**config.mk**
```make
export PLATFORM = sky130hd
export DESIGN_NAME = coh_monitor
export DESIGN_NICKNAME = d
export VERILOG_FILES = /design/src/rtl/coh_mon_pkg.sv /design/src/rtl/coh_pop_count.sv /design/src/rtl/coh_rule_eval.sv /design/src/rtl/coh_viol_latch.sv /design/src/rtl/coh_monitor.sv
export SDC_FILE = /design/constraint.sdc
export NUM_CORES = 1
export LEC_CHECK = 0
export BUFFER_PORTS_ARGS = -buffer_cell sky130_fd_sc_hd__buf_2
export CORE_MARGIN = 4
export CORE_UTILIZATION = 35
export DETAILED_ROUTE_END_ITERATION = 10
export GPL_TIMING_DRIVEN = 0
export PLACE_DENSITY = 0.62
export SLEW_MARGIN = 5
export SYNTH_ARGS = -nofsm -noshare
export SYNTH_HDL_FRONTEND = slang
export SYNTH_HIERARCHICAL = 1
export SYNTH_SLANG_ARGS = --single-unit
```
**constraint.sdc**
```tcl
create_clock -name clk -period 3.95 [get_ports clk]
set_clock_uncertainty 0.1 [all_clocks]
set_input_delay 0.1975 -clock clk [delete_from_list [all_inputs] [get_ports clk]]
set_output_delay 0.1975 -clock clk [all_outputs]
set_load 0.01 [all_outputs]
```
**src/rtl/coh_mon_pkg.sv**
```systemverilog
// Package: shared state codes and flag positions for the coherence monitor.
// Assumes every consumer decodes line states with these two-bit codes.
package coh_mon_pkg;
    typedef enum logic [1:0] {
        ST_INV = 2'b00,
        ST_SHR = 2'b01,
        ST_EXC = 2'b10,
        ST_DTY = 2'b11
    } line_state_e;

    localparam int NUM_FLAGS     = 6;
    localparam int F_MULTI_DTY   = 0;
    localparam int F_DTY_SHR     = 1;
    localparam int F_DTY_EXC     = 2;
    localparam int F_MULTI_EXC   = 3;
    localparam int F_SHR_EXC     = 4;
    localparam int F_BAD_CODE    = 5;
endpackage

```
**src/rtl/coh_pop_count.sv**
```systemverilog
// Module: coh_pop_count
// Counts how many caches hold each of the four state codes.
// Assumes line_st packs cache i in bits [2i+1:2i]; output is combinational.
module coh_pop_count
    import coh_mon_pkg::*;
#(
    parameter int NUM_CACHES = 8,
    parameter int CNT_W      = $clog2(NUM_CACHES + 1)
) (
    input  logic                      clk,
    input  logic                      rst_n,
    input  logic [2*NUM_CACHES-1:0]   line_st,
    output logic [CNT_W-1:0]          cnt_inv,
    output logic [CNT_W-1:0]          cnt_shr,
    output logic [CNT_W-1:0]          cnt_exc,
    output logic [CNT_W-1:0]          cnt_dty
);
    logic [NUM_CACHES-1:0] is_inv, is_shr, is_exc, is_dty;

    // Per-cache one-hot decode of the state code.
    for (genvar g = 0; g < NUM_CACHES; g++) begin : g_dec
        always_comb begin
            is_inv[g] = (line_st[2*g +: 2] == ST_INV);
            is_shr[g] = (line_st[2*g +: 2] == ST_SHR);
            is_exc[g] = (line_st[2*g +: 2] == ST_EXC);
            is_dty[g] = (line_st[2*g +: 2] == ST_DTY);
        end
    end

    // Population count of each decoded state.
    always_comb begin
        cnt_inv = '0;
        cnt_shr = '0;
        cnt_exc = '0;
        cnt_dty = '0;
        for (int i = 0; i < NUM_CACHES; i++) begin
            cnt_inv = cnt_inv + CNT_W'(is_inv[i]);
            cnt_shr = cnt_shr + CNT_W'(is_shr[i]);
            cnt_exc = cnt_exc + CNT_W'(is_exc[i]);
            cnt_dty = cnt_dty + CNT_W'(is_dty[i]);
        end
    end

    AST_COUNT_TOTAL: assert property (@(posedge clk) disable iff (!rst_n)
        (int'(cnt_inv) + int'(cnt_shr) + int'(cnt_exc) + int'(cnt_dty)) == NUM_CACHES);
endmodule

```
**src/rtl/coh_rule_eval.sv**
```systemverilog
// Module: coh_rule_eval
// Applies the exclusivity rules of the selected protocol to the state counts.
// Assumes counts come from coh_pop_count in the same cycle; output is combinational.
module coh_rule_eval
    import coh_mon_pkg::*;
#(
    parameter int CNT_W = 4
) (
    input  logic                 clk,
    input  logic                 rst_n,
    input  logic                 proto_sel,
    input  logic [CNT_W-1:0]     cnt_shr,
    input  logic [CNT_W-1:0]     cnt_exc,
    input  logic [CNT_W-1:0]     cnt_dty,
    output logic [NUM_FLAGS-1:0] viol_now
);
    logic any_shr, any_exc, any_dty, many_dty, many_exc;

    // Presence and multiplicity predicates from the counts.
    always_comb begin
        any_shr  = (cnt_shr != '0);
        any_exc  = (cnt_exc != '0);
        any_dty  = (cnt_dty != '0);
        many_dty = (cnt_dty > CNT_W'(1));
        many_exc = (cnt_exc > CNT_W'(1));
    end

    // Rule selection by protocol mode.
    always_comb begin
        viol_now              = '0;
        viol_now[F_MULTI_DTY] = many_dty;
        viol_now[F_DTY_SHR]   = any_dty && any_shr;
        if (proto_sel) begin
            viol_now[F_DTY_EXC]   = any_dty && any_exc;
            viol_now[F_MULTI_EXC] = many_exc;
            viol_now[F_SHR_EXC]   = any_shr && any_exc;
        end else begin
            viol_now[F_BAD_CODE]  = any_exc;
        end
    end

    AST_MODE0_QUIET: assert property (@(posedge clk) disable iff (!rst_n)
        !proto_sel |-> (viol_now[F_SHR_EXC:F_DTY_EXC] == '0));
    AST_MODE1_NO_BADCODE: assert property (@(posedge clk) disable iff (!rst_n)
        proto_sel |-> !viol_now[F_BAD_CODE]);
endmodule

```
**src/rtl/coh_viol_latch.sv**
```systemverilog
// Module: coh_viol_latch
// Holds sticky violation flags and stamps the cycle of the first violation.
// Assumes clr is a single synchronous request; clear beats a same-cycle violation.
module coh_viol_latch
    import coh_mon_pkg::*;
#(
    parameter int STAMP_W = 16
) (
    input  logic                 clk,
    input  logic                 rst_n,
    input  logic                 clr,
    input  logic [NUM_FLAGS-1:0] viol_now,
    output logic [NUM_FLAGS-1:0] flags_q,
    output logic [STAMP_W-1:0]   stamp_q,
    output logic                 stamp_vld
);
    logic [STAMP_W-1:0] cyc_q;

    // Free-running cycle counter, zero in the first cycle after reset.
    always_ff @(posedge clk) begin
        if (!rst_n) cyc_q <= '0;
        else        cyc_q <= cyc_q + STAMP_W'(1);
    end

    // Sticky flag accumulation with clear priority.
    always_ff @(posedge clk) begin
        if (!rst_n || clr) flags_q <= '0;
        else               flags_q <= flags_q | viol_now;
    end

    // One-shot capture of the first violation cycle.
    always_ff @(posedge clk) begin
        if (!rst_n || clr) begin
            stamp_q   <= '0;
            stamp_vld <= 1'b0;
        end else if (!stamp_vld && (viol_now != '0)) begin
            stamp_q   <= cyc_q;
            stamp_vld <= 1'b1;
        end
    end

    AST_FLAG_STICKY: assert property (@(posedge clk) disable iff (!rst_n)
        !clr |=> ((flags_q & $past(flags_q)) == $past(flags_q)));
    AST_CLEAR_ALL: assert property (@(posedge clk) disable iff (!rst_n)
        clr |=> (flags_q == '0 && !stamp_vld));
    AST_STAMP_HOLD: assert property (@(posedge clk) disable iff (!rst_n)
        (stamp_vld && !clr) |=> $stable(stamp_q));
endmodule

```
**src/rtl/coh_monitor.sv**
```systemverilog
// Module: coh_monitor (top)
// Observes per-cache coherence states of one block and flags protocol violations.
// Assumes inputs are stable around the clock edge; it never drives the caches.
module coh_monitor
    import coh_mon_pkg::*;
#(
    parameter int NUM_CACHES = 8,
    parameter int STAMP_W    = 16,
    parameter int CNT_W      = $clog2(NUM_CACHES + 1)
) (
    input  logic                      clk,
    input  logic                      rst_n,
    input  logic                      clr,
    input  logic                      proto_sel,
    input  logic [2*NUM_CACHES-1:0]   line_st,
    output logic [NUM_FLAGS-1:0]      viol_flags,
    output logic [STAMP_W-1:0]        first_stamp,
    output logic                      stamp_valid,
    output logic [CNT_W-1:0]          cnt_inv,
    output logic [CNT_W-1:0]          cnt_shr,
    output logic [CNT_W-1:0]          cnt_exc,
    output logic [CNT_W-1:0]          cnt_dty
);
    logic [NUM_FLAGS-1:0] viol_now;

    coh_pop_count #(.NUM_CACHES(NUM_CACHES), .CNT_W(CNT_W)) u_count (
        .clk(clk), .rst_n(rst_n), .line_st(line_st),
        .cnt_inv(cnt_inv), .cnt_shr(cnt_shr), .cnt_exc(cnt_exc), .cnt_dty(cnt_dty)
    );

    coh_rule_eval #(.CNT_W(CNT_W)) u_rules (
        .clk(clk), .rst_n(rst_n), .proto_sel(proto_sel),
        .cnt_shr(cnt_shr), .cnt_exc(cnt_exc), .cnt_dty(cnt_dty),
        .viol_now(viol_now)
    );

    coh_viol_latch #(.STAMP_W(STAMP_W)) u_latch (
        .clk(clk), .rst_n(rst_n), .clr(clr), .viol_now(viol_now),
        .flags_q(viol_flags), .stamp_q(first_stamp), .stamp_vld(stamp_valid)
    );

    AST_FLAG_NEXT: assert property (@(posedge clk) disable iff (!rst_n)
        ((viol_now != '0) && !clr) |=> ((viol_flags & $past(viol_now)) == $past(viol_now)));

    if (NUM_CACHES == 1) begin : g_single
        AST_SINGLE_NO_COEX: assert property (@(posedge clk) disable iff (!rst_n)
            viol_now[F_SHR_EXC:F_MULTI_DTY] == '0);
    end
endmodule

```
==> impl_metrics.json <==
{
  "status": "finished, violations left",
  "failed_checks": "setup timing",
  "synthesis.nets": 329,
  "syn2layout_area_growth_pct": 31.3,
  "first_global_vias": 2063,
  "pwr-share-seq": 0.327,
  "cp_slowest_cell": "fa_1",
  "arrival_ns": 4.07,
  "end_kind": "flip-flop",
  "crit_required_ns": 4.03,
  "hpwl_um": 4350,
  "ys_ff_latch": 39,
  "switching_share": 0.328,
  "cts.path.max_buffers": 2,
  "initial_utilization": 0.364,
  "synth_top_cell_by_area": "dfxtp_1",
  "cts_buffers": 5,
  "die_y_um": 92.5,
  "die_area_mm2": 0.00855,
  "crit_chain": "buf_8 > nand2b_4 > fa_1 > fa_1 > inv_1 > fa_1 > ha_2 > inv_2 > fa_1 > inv_2 > o41ai_4 > nor2_2 > nor4_4 > a21oi_4 > buf_8 > mux2i_2",
  "dr.first_iter.drc_count": 76,
  "worstHoldPathType": "in -> reg",
  "r2r_start": "u_latch/cyc_q[0]",
  "crit_start": "line_st[6]",
  "ir_drop_mv": 0.120,
  "clock_latency_ns": 0.30,
  "rrSetupSlack_ns": 2.22,
  "p_comb_frac": 0.392,
  "min_period_ns": 3.99,
  "vias_per_cell": 4.67,
  "layout_setup_ws_ns": -0.0422,
  "seq_area_frac_synth": 0.313,
  "rows": 30,
  "crit_path_max_fanout": 5,
  "setup.worst_path.class": "in -> reg",
  "synth_warnings": 6,
  "synthTopCellsByArea": "dfxtp_1, fa_1, mux2i_1, nand2_1, ha_1",
  "drcViolationCount": 0,
  "wl_um": 5680,
  "max_freq_mhz": 250,
  "path_common_cell": "fa_1",
  "fin_setup_tns_ns": -0.201,
  "cap_viol_max_count": 0,
  "rr_worst_depth": 4,
  "routedWlPerCell_um": 12.7,
  "antenna_found_initial": 0,
  "overflow": 0,
  "path_clk_slew_ns": 0.08,
  "vias": 2099,
  "cp_slowest_stage_delay_ns": 0.52,
  "rsz0062_at_grt": "true",
  "async_flop_share": 0,
  "synth_cells": 280,
  "cts_tree": "built",
  "power.density_mw_per_mm2": 386,
  "root_buffer": "clkbuf_8",
  "placement.io_buffers": 58,
  "tightestPinTransition_ns": 0.541,
  "min_from": "proto_sel",
  "mappedNetlistArea_mm2": 0.00250,
  "yosysTopAreaCellShare": 0.313,
  "period_share": 1.01,
  "intPower_w": 0.000851,
  "gp_congestion": 0.747,
  "synth_area_per_cell_um2": 8.92,
  "clock-sinks": 39,
  "nFillCells": 668,
  "grt_max_degree": 14,
  "io_pins": 59,
  "core_mm2": 0.00687,
  "setup_viol_count_final": 15,
  "crit-reg2reg-capture": "u_latch/cyc_q[12]",
  "die_x_um": 92.5,
  "hold_viol": 0,
  "grt_util_all_layers": 0.140,
  "holdBufCountCts": 0,
  "diodes": 0,
  "cts_max_level": 2,
  "finalPower_w": 0.00127,
  "pwr-share-clk": 0.281,
  "drive_gt1_frac": 0.326,
  "hold_path_end": "u_latch/flags_q[5]",
  "slew_viol_final": 0,
  "nNetsFinal": 401,
  "cp-start-kind": "input port",
  "path_buf_inv": 5,
  "grt_pass1_wl_um": 9590,
  "yosys_most_used_dff": "dfxtp_1",
  "crit_family": "adder cells",
  "synth-edff-count": 0,
  "hold_depth": 3,
  "ant_nets": 0,
  "switchingPower_w": 0.000416,
  "leakage_nw": 1.53,
  "relSlewSlack": 0.639,
  "drtPass1Iterations": 4,
  "yosys.cell_types.count": 34
}
## layout by cell type, fill, tap and decap left out, types with 6 or more instances in the layout
cell	instances
buf_2	57
nand2_1	43
dfxtp_1	39
inv_1	29
mux2i_1	19
fa_1	16
nor2_1	12
a21oi_1	11
ha_1	10
nand2b_1	8
o21a_1	7
clkbuf_8	6
buf_4	6
and2b_2	6
## tightest hold or removal path, stage by stage
cell and delay (ns):
buf_2 0.12, nor2_1 0.08, o21a_1 0.18
## logic make-up (layout without fill, tap and decap cells)
family / after synthesis / in the layout / share of synthesized area
muxes: 20 / 20 / 0.0802
xor gates and xnor gates: 7 / 7 / 0.0245
adders and majority gates: 29 / 29 / 0.193
buffers and inverters: 41 / 114 / 0.0656
AOI/OAI and AO/OA: 28 / 28 / 0.0752
and+or+nand+nor: 116 / 116 / 0.248
DFF: 39 / 39 / 0.313
## power by group through the flow
stage / Clock, W / Combinational [W] / Sequential (W)
finish: 0.000357 / 0.000497 / 0.000414
global route: 0.000385 / 0.000550 / 0.000416
CTS: 0.000370 / 0.000473 / 0.000414
detailed placement: 0 / 0.000402 / 0.000423
global placement: 0 / 0.000393 / 0.000423
floorplan: 0 / 0.000282 / 0.000427
## timing repair
action / CTS / global route
gates resized for setup: 13 / 12
cloned: 1 / 0
pin swaps: 5 / 6
setup buffers: 2 / 4
setup endpoints to repair: 16 / 17
## registers in the layout, indices dropped and copies added, names as in the netlist
name and cells:
u_latch/stamp_vld 1, u_latch/flags_q 6, u_latch/stamp_q 16, u_latch/cyc_q 16
## metal layers
layer  share of wire  track usage  routed length (um)  vias up
met3           0.046       0.0276                 259        7
met2            0.49        0.238                2780       39
met4           0.010       0.0483                  58        0
li1                -            -                   -     1064
met5               0            0                   0        -
met1            0.45        0.175                2580      989
## how the worst max path moves through the flow
stage / endpoint / slack [ns] / cells past startpoint
after detailed placement: u_latch/stamp_q[8] / -0.60 / 16
final: u_latch/stamp_q[10] / -0.04 / 16
after floorplan: u_latch/stamp_q[10] / -0.07 / 15
after CTS: u_latch/stamp_q[10] / -0.01 / 16
after global placement: u_latch/stamp_q[13] / -0.53 / 16
after global routing: u_latch/stamp_q[10] / -0.18 / 16
## through the flow
| step | hold slack (ns) | instances | worst slack (ns) | cell area, um2 | util |
|---|---|---|---|---|---|
| final | 0.230 | 449 | -0.0422 | 3280 | 0.477 |
| after global routing | 0.232 | 449 | -0.178 | 3280 | 0.477 |
| after detailed placement | 0.346 | 434 | -0.597 | 2960 | 0.431 |
| after floorplan | 0.341 | 280 | -0.0711 | 2550 | - |
| after global placement | 0.342 | 434 | -0.529 | 2960 | 0.431 |
| after CTS | 0.207 | 445 | -0.0132 | 3210 | 0.467 |
## final cells by class
cell class | instances | area [um2] | area share
plain buffers | 9 | 51.3 | 0.0156
clock buffers | 6 | 82.6 | 0.0252
clock inverters | 2 | 38.8 | 0.0118
inverters | 32 | 120 | 0.0366
multi-input cells | 200 | 1690 | 0.517
flip-flops and latches | 39 | 781 | 0.238
well taps | 96 | 120 | 0.0366
repair buffers | 65 | 392 | 0.119
## cells in the mapped netlist, drive strengths merged, types with 2 or more instances
| cell | count |
|---|---|
| inv | 32 |
| or3 | 4 |
| ha | 13 |
| fa | 16 |
| nand2 | 46 |
| nand3 | 5 |
| nor4 | 8 |
| xnor2 | 5 |
| o21ai | 3 |
| nand4 | 4 |
| and2b | 6 |
| mux2i | 20 |
| o31ai | 4 |
| nor2b | 5 |
| nand2b | 13 |
| buf | 4 |
| or4 | 4 |
| and2 | 4 |
| dfxtp | 39 |
| o21a | 7 |
| clkbuf | 5 |
| xor2 | 2 |
| or2 | 2 |
| nor2 | 15 |
| a21oi | 12 |
Note: power is estimated with default switching activity, not from simulation.
